===== src/rtl/pll_enh_pkg.sv =====
package pll_enh_pkg;
  localparam int unsigned CTRL_W   = 8;
  localparam int unsigned B_RSV0   = 0;
  localparam int unsigned B_RSV1   = 1;
  localparam int unsigned B_TAP_FB = 2;
  localparam int unsigned B_PWR    = 3;
  localparam int unsigned B_LOAD   = 4;
  localparam int unsigned B_TAP_MS = 5;
  localparam int unsigned B_TAP_RF = 6;
  localparam int unsigned B_BYP    = 7;
  localparam int unsigned N_TAP    = 3;

  localparam logic [CTRL_W-1:0] RSV_MASK =
    CTRL_W'((1 << B_RSV0) | (1 << B_RSV1));

  typedef struct packed {
    logic rf;
    logic ms;
    logic fb;
  } tap_sel_t;
endpackage


===== src/rtl/pll_enh_sync.sv =====
module pll_enh_sync #(
  parameter int unsigned WIDTH  = 4,
  parameter int unsigned STAGES = 2
) (
  input  logic             clk_i,
  input  logic             rst_ni,
  input  logic [WIDTH-1:0] d_i,
  output logic [WIDTH-1:0] q_o
);
  logic [STAGES-1:0][WIDTH-1:0] stg_q;

  always_ff @(posedge clk_i or negedge rst_ni) begin
    if (!rst_ni) stg_q[0] <= '0;
    else         stg_q[0] <= d_i;
  end

  for (genvar s = 1; s < STAGES; s++) begin : g_stage
    always_ff @(posedge clk_i or negedge rst_ni) begin
      if (!rst_ni) stg_q[s] <= '0;
      else         stg_q[s] <= stg_q[s-1];
    end
  end

  assign q_o = stg_q[STAGES-1];
endmodule


===== src/rtl/pll_enh_sif.sv =====
module pll_enh_sif
  import pll_enh_pkg::*;
(
  input  logic              clk_i,
  input  logic              rst_ni,
  input  logic              sdata_i,
  input  logic              sclk_i,
  input  logic              swr_i,
  input  logic              sen_i,
  output logic [CTRL_W-1:0] ctrl_o,
  output logic              load_o
);
  logic              sclk_d, swr_d;
  logic              sclk_rise, wr_rise;
  logic [CTRL_W-1:0] shift_q, ctrl_q;

  assign sclk_rise = sclk_i & ~sclk_d;
  assign wr_rise   = swr_i & ~swr_d;
  assign load_o    = wr_rise & sen_i;

  always_ff @(posedge clk_i or negedge rst_ni) begin
    if (!rst_ni) begin
      sclk_d  <= 1'b0;
      swr_d   <= 1'b0;
      shift_q <= '0;
    end else begin
      sclk_d <= sclk_i;
      swr_d  <= swr_i;
      if (sclk_rise) shift_q <= {shift_q[CTRL_W-2:0], sdata_i};
    end
  end

  // reserved positions are never stored
  always_ff @(posedge clk_i or negedge rst_ni) begin
    if (!rst_ni)     ctrl_q <= '0;
    else if (load_o) ctrl_q <= shift_q & ~RSV_MASK;
  end

  assign ctrl_o = ctrl_q;

  p_no_load_wo_en_r3: assert property (@(posedge clk_i) disable iff (!rst_ni)
    !(wr_rise && sen_i) |=> $stable(ctrl_q));
endmodule


===== src/rtl/pll_enh_tap.sv =====
module pll_enh_tap
  import pll_enh_pkg::*;
(
  input  logic     clk_i,
  input  logic     rst_ni,
  input  tap_sel_t sel_i,
  input  logic     pwr_dn_i,
  input  logic     fb_i,
  input  logic     ms_i,
  input  logic     rf_i,
  output logic     tap_o,
  output logic     multi_o
);
  logic raw;

  always_comb begin
    if      (sel_i.fb) raw = fb_i;
    else if (sel_i.ms) raw = ms_i;
    else if (sel_i.rf) raw = rf_i;
    else               raw = 1'b0;
  end

  assign tap_o   = raw & ~pwr_dn_i;
  assign multi_o = ($countones(sel_i) > 1);

  p_no_src_low_r8: assert property (@(posedge clk_i) disable iff (!rst_ni)
    (sel_i == '0) |-> !tap_o);
  p_fb_pass_r5: assert property (@(posedge clk_i) disable iff (!rst_ni)
    (sel_i.fb && !pwr_dn_i) |-> (tap_o == fb_i));
  p_ms_pass_r6: assert property (@(posedge clk_i) disable iff (!rst_ni)
    (sel_i == 3'b010 && !pwr_dn_i) |-> (tap_o == ms_i));
  p_rf_pass_r7: assert property (@(posedge clk_i) disable iff (!rst_ni)
    (sel_i == 3'b100 && !pwr_dn_i) |-> (tap_o == rf_i));
endmodule


===== src/rtl/pll_enh_ctrl.sv =====
module pll_enh_ctrl
  import pll_enh_pkg::*;
#(
  parameter int unsigned SYNC_STAGES = 2
) (
  input  logic clk_i,
  input  logic rst_ni,
  input  logic sdata_i,
  input  logic sclk_i,
  input  logic swr_i,
  input  logic sen_i,
  input  logic fb_div_i,
  input  logic mod_sel_i,
  input  logic ref_div_i,
  output logic pwr_dn_o,
  output logic cnt_load_o,
  output logic pre_bypass_o,
  output logic test_o,
  output logic sel_err_o
);
  localparam int unsigned N_SER = 4;

  logic [N_SER-1:0]  ser_s;
  logic [CTRL_W-1:0] ctrl_w;
  logic              load_w, multi_w, pwr_dn_w;
  logic              err_q;
  tap_sel_t          sel_w;

  pll_enh_sync #(.WIDTH(N_SER), .STAGES(SYNC_STAGES)) i_sync (
    .clk_i (clk_i),
    .rst_ni(rst_ni),
    .d_i   ({sen_i, swr_i, sclk_i, sdata_i}),
    .q_o   (ser_s)
  );

  pll_enh_sif i_sif (
    .clk_i  (clk_i),
    .rst_ni (rst_ni),
    .sdata_i(ser_s[0]),
    .sclk_i (ser_s[1]),
    .swr_i  (ser_s[2]),
    .sen_i  (ser_s[3]),
    .ctrl_o (ctrl_w),
    .load_o (load_w)
  );

  assign sel_w    = '{rf: ctrl_w[B_TAP_RF], ms: ctrl_w[B_TAP_MS], fb: ctrl_w[B_TAP_FB]};
  assign pwr_dn_w = ctrl_w[B_PWR];

  pll_enh_tap i_tap (
    .clk_i   (clk_i),
    .rst_ni  (rst_ni),
    .sel_i   (sel_w),
    .pwr_dn_i(pwr_dn_w),
    .fb_i    (fb_div_i),
    .ms_i    (mod_sel_i),
    .rf_i    (ref_div_i),
    .tap_o   (test_o),
    .multi_o (multi_w)
  );

  always_ff @(posedge clk_i or negedge rst_ni) begin
    if (!rst_ni)      err_q <= 1'b0;
    else if (multi_w) err_q <= 1'b1;
  end

  assign pwr_dn_o     = pwr_dn_w;
  assign cnt_load_o   = ctrl_w[B_LOAD] & ~pwr_dn_w;
  assign pre_bypass_o = ctrl_w[B_BYP];
  assign sel_err_o    = err_q;

  p_rsvd_zero_r4: assert property (@(posedge clk_i) disable iff (!rst_ni)
    ctrl_w[B_RSV1:B_RSV0] == 2'b00);
  p_pd_quiet_r10: assert property (@(posedge clk_i) disable iff (!rst_ni)
    pwr_dn_o |-> (!test_o && !cnt_load_o));
  p_err_on_multi_r9: assert property (@(posedge clk_i) disable iff (!rst_ni)
    multi_w |=> sel_err_o);
  p_err_sticky_r11: assert property (@(posedge clk_i) disable iff (!rst_ni)
    sel_err_o |=> sel_err_o);
  p_load_only_strobe_r12: assert property (@(posedge clk_i) disable iff (!rst_ni)
    !load_w |=> ($stable(pwr_dn_o) && $stable(pre_bypass_o)));
endmodule


===== config.mk =====
export PLATFORM = sky130hd
export DESIGN_NAME = pll_enh_ctrl
export DESIGN_NICKNAME = d
export VERILOG_FILES = /design/src/rtl/pll_enh_pkg.sv /design/src/rtl/pll_enh_sync.sv /design/src/rtl/pll_enh_sif.sv /design/src/rtl/pll_enh_tap.sv /design/src/rtl/pll_enh_ctrl.sv
export SDC_FILE = /design/constraint.sdc
export NUM_CORES = 1
export LEC_CHECK = 0
export ABC_CLOCK_PERIOD_IN_PS = 2470
export BUFFER_PORTS_ARGS = -buffer_cell sky130_fd_sc_hd__buf_4
export CAP_MARGIN = 10
export CORE_UTILIZATION = 49
export CTS_BUF_LIST = sky130_fd_sc_hd__clkbuf_8
export CTS_CLUSTER_SIZE = 28
export DETAILED_ROUTE_END_ITERATION = 10
export GPL_ROUTABILITY_DRIVEN = 0
export MAX_ROUTING_LAYER = met4
export PLACE_DENSITY = 0.71
export SLEW_MARGIN = 15
export SYNTH_ARGS = -nofsm -noshare
export SYNTH_HDL_FRONTEND = slang
export SYNTH_SLANG_ARGS = --single-unit

===== constraint.sdc =====
create_clock -name clk_i -period 2.47 [get_ports clk_i]
set_input_delay 0.1235 -clock clk_i [delete_from_list [all_inputs] [get_ports clk_i]]
set_output_delay 0.1235 -clock clk_i [all_outputs]
set_load 0.1 [all_outputs]

==> reports/metrics.cfg <==
[yosys]
synth_cells = 49
synth_area_leaders = dfrtp_1, mux2_4, mux2_2
synthesis.yosys.warnings = 0
syn-num-nets = 59
syn_avg_cell_area_um2 = 18.6
synth-seq-cells = 25
yosysTopAreaCell = dfrtp_1
ys_types = 13
synth-seq-area-share_pct = 68.7
syn_area_um2 = 911
synth_top_cell_area_share_pct = 68.7

[placement]
numPortBuffers = 13
place_ws_ps = 1260

[setup_path]
r2r_cells = 2
cp_max_fo = 4
cp.required_ps = 2350
path_class = reg -> out
crit_arrival_ps = 1370
rrSetupSlack_ps = 1350
end_kind = primary output
worstSetupStartpointType = flop
r2r-end = sel_err_o
reg2reg_from = i_sif.ctrl_o[2]

[clock_network]
h-tree-depth = 1
clk_pin_slew_ps = 80
cts_root_buf = clkbuf_8
cts_tree = done
post-cts-setup-buffer-count = 0
clockBufferDepth = 2
cts_resized = 0
hold_buffers = 5
cts_made_buffers = 3
cts_sinks = 25
worstSkewPairLatency_ps = 260

[run_status]
status = complete, no violations

[global_route]
grt_first_pass_wirelength_mm = 1.78
grt.total_usage_pct = 13.7
grt_max_degree = 26
grt-ovfl-total = 0
grt_pass1_vias = 433
antenna_found_initial = 0

[die]
core_area_um2 = 1730
initial_core_util_pct = 52.8
ioPinCount = 14
die-area_um2 = 2040
die-height_um = 45.1
die_w_um = 45.1
fp-row-count = 15

[layout]
synthToLayoutAreaGrowth_pct = 24.0
ff_latch_area_um2 = 626
drive_gt1_share_pct = 47.1
diodes = 0
finalNetCount = 81
fillCellCount = 139
multi_input_area_um2 = 277

[timing]
setup_viol_count_final = 0
setup_slack_ps = 974
period_share_pct = 60.6
rsz0062_at_grt = no
period_needed_ps = 1500
tns_ps = 0
drv_slew = 0
timing.fmax_ghz = 0.668
hold_viol_final = 0
tightestPinTransition_ps = 298
finClkSkew_ps = 2.82
max_slew_margin_pct = 80.1

[pwr]
leakagePower_uw = 0.000551
powerDensity_nw_per_um2 = 1170
pwr-share-comb_pct = 38.0
pwr-share-seq_pct = 45.4
p_switching_uw = 512
ir_worst_vdd_mv = 0.538
internal_power_uw = 813
pwr-share-clk_pct = 16.6
switching_share_pct = 38.6

[drt]
drc = 0
vias = 455
finalWirelength_mm = 1.12
vias_per_cell = 4.79
ant_nets = 0
drt-initial-drc-count = 0
drt_pass1_iterations = 1
avgRoutedWirePerCell_um = 11.8

[hold_path]
hold_class = in -> async

[job]
drv_cap = 0

==> flip-flops by register name (all words and copies together) (netlist names) <==
| name | cells |
|---|---|
| i_sif.ctrl_o | 6 |
| i_sif.sclk_d | 1 |
| i_sif.shift_q | 8 |
| i_sif.swr_d | 1 |
| i_sync.q_o | 4 |
| i_sync.stg_q | 4 |
| sel_err_o | 1 |
==> kinds of logic after synthesis <==
logic type,synth area share (%)
DFF,68.7
muxes,20.6
and+or+nand+nor,5.22
AOI/OAI and AO/OA,2.47
buffers and inverters,1.65
adders and majority gates,1.37
==> power groups by stage <==
stage                     sequential, uW  combinational [uW]  clock [uW]
after global placement               603                 494           0
after detailed placement             612                 500           0
final                                601                 504         220
after floorplan                      704                 297           0
after global routing                 617                 527         246
after CTS                            604                 508         231
==> area by class of cell <==
class,instances,area share [%]
flip-flops and latches,25,55.4
multi-input cells,22,24.5
repair buffers,18,13.1
clock buffers,3,3.65
well taps,25,2.77
clock inverters,1,0.332
inverters,1,0.332
==> synthesized netlist by cell type (all sizes together) <==
cell type / count
inv: 1
ha: 1
nand2b: 1
a221oi: 1
nor2b: 1
buf: 1
nand3b: 2
a211o: 1
dfrtp: 25
a21oi: 1
mux2: 14
==> critical path, stage by stage, from the launching register on <==
cell,delay [ps]
dfrtp_1,400
nand3b_1,170
a221oi_2,210
buf_4,320
==> how the worst max path moves through the flow <==
stage                               start    endpoint  slack, ps
final                     i_sif.ctrl_o[5]      test_o        970
after global routing      i_sif.ctrl_o[5]      test_o        910
after CTS                 i_sif.ctrl_o[5]      test_o        960
after detailed placement  i_sif.ctrl_o[5]      test_o       1260
after global placement    i_sif.ctrl_o[5]      test_o       1270
after floorplan           i_sif.ctrl_o[3]  cnt_load_o        110
==> cell usage in the layout, fill, tap and decap left out <==
cell / instances
a211o_1: 1
a21oi_1: 1
a221oi_2: 1
buf_4: 13
clkbuf_8: 3
dfrtp_1: 25
dlygate4sd3_1: 5
ha_1: 1
inv_1: 2
mux2_2: 6
mux2_4: 8
nand2b_4: 1
nand3b_1: 1
nand3b_4: 1
nor2b_1: 1
==> layer usage <==
metal	track usage, %	part of all wire (%)
met1	15.4	46
met2	22.3	50
met3	2.40	3.8
met4	9.09	0
met5	-	0
==> stage by stage <==
step | hold WS, ps | total power, uW | cell area, um^2 | instances | utilization [%]
2_1_floorplan | -172 | 1000 | 917 | 49 | -
3_3_place_gp | 33.6 | 1100 | 1030 | 86 | 59.9
3_5_place_dp | 35.6 | 1110 | 1030 | 86 | 59.9
4_1_cts | 296 | 1340 | 1130 | 95 | 65.4
5_1_grt | 317 | 1390 | 1130 | 95 | 65.4
6_report | 294 | 1330 | 1130 | 95 | 65.4
Power figures use the tool's default switching activity.
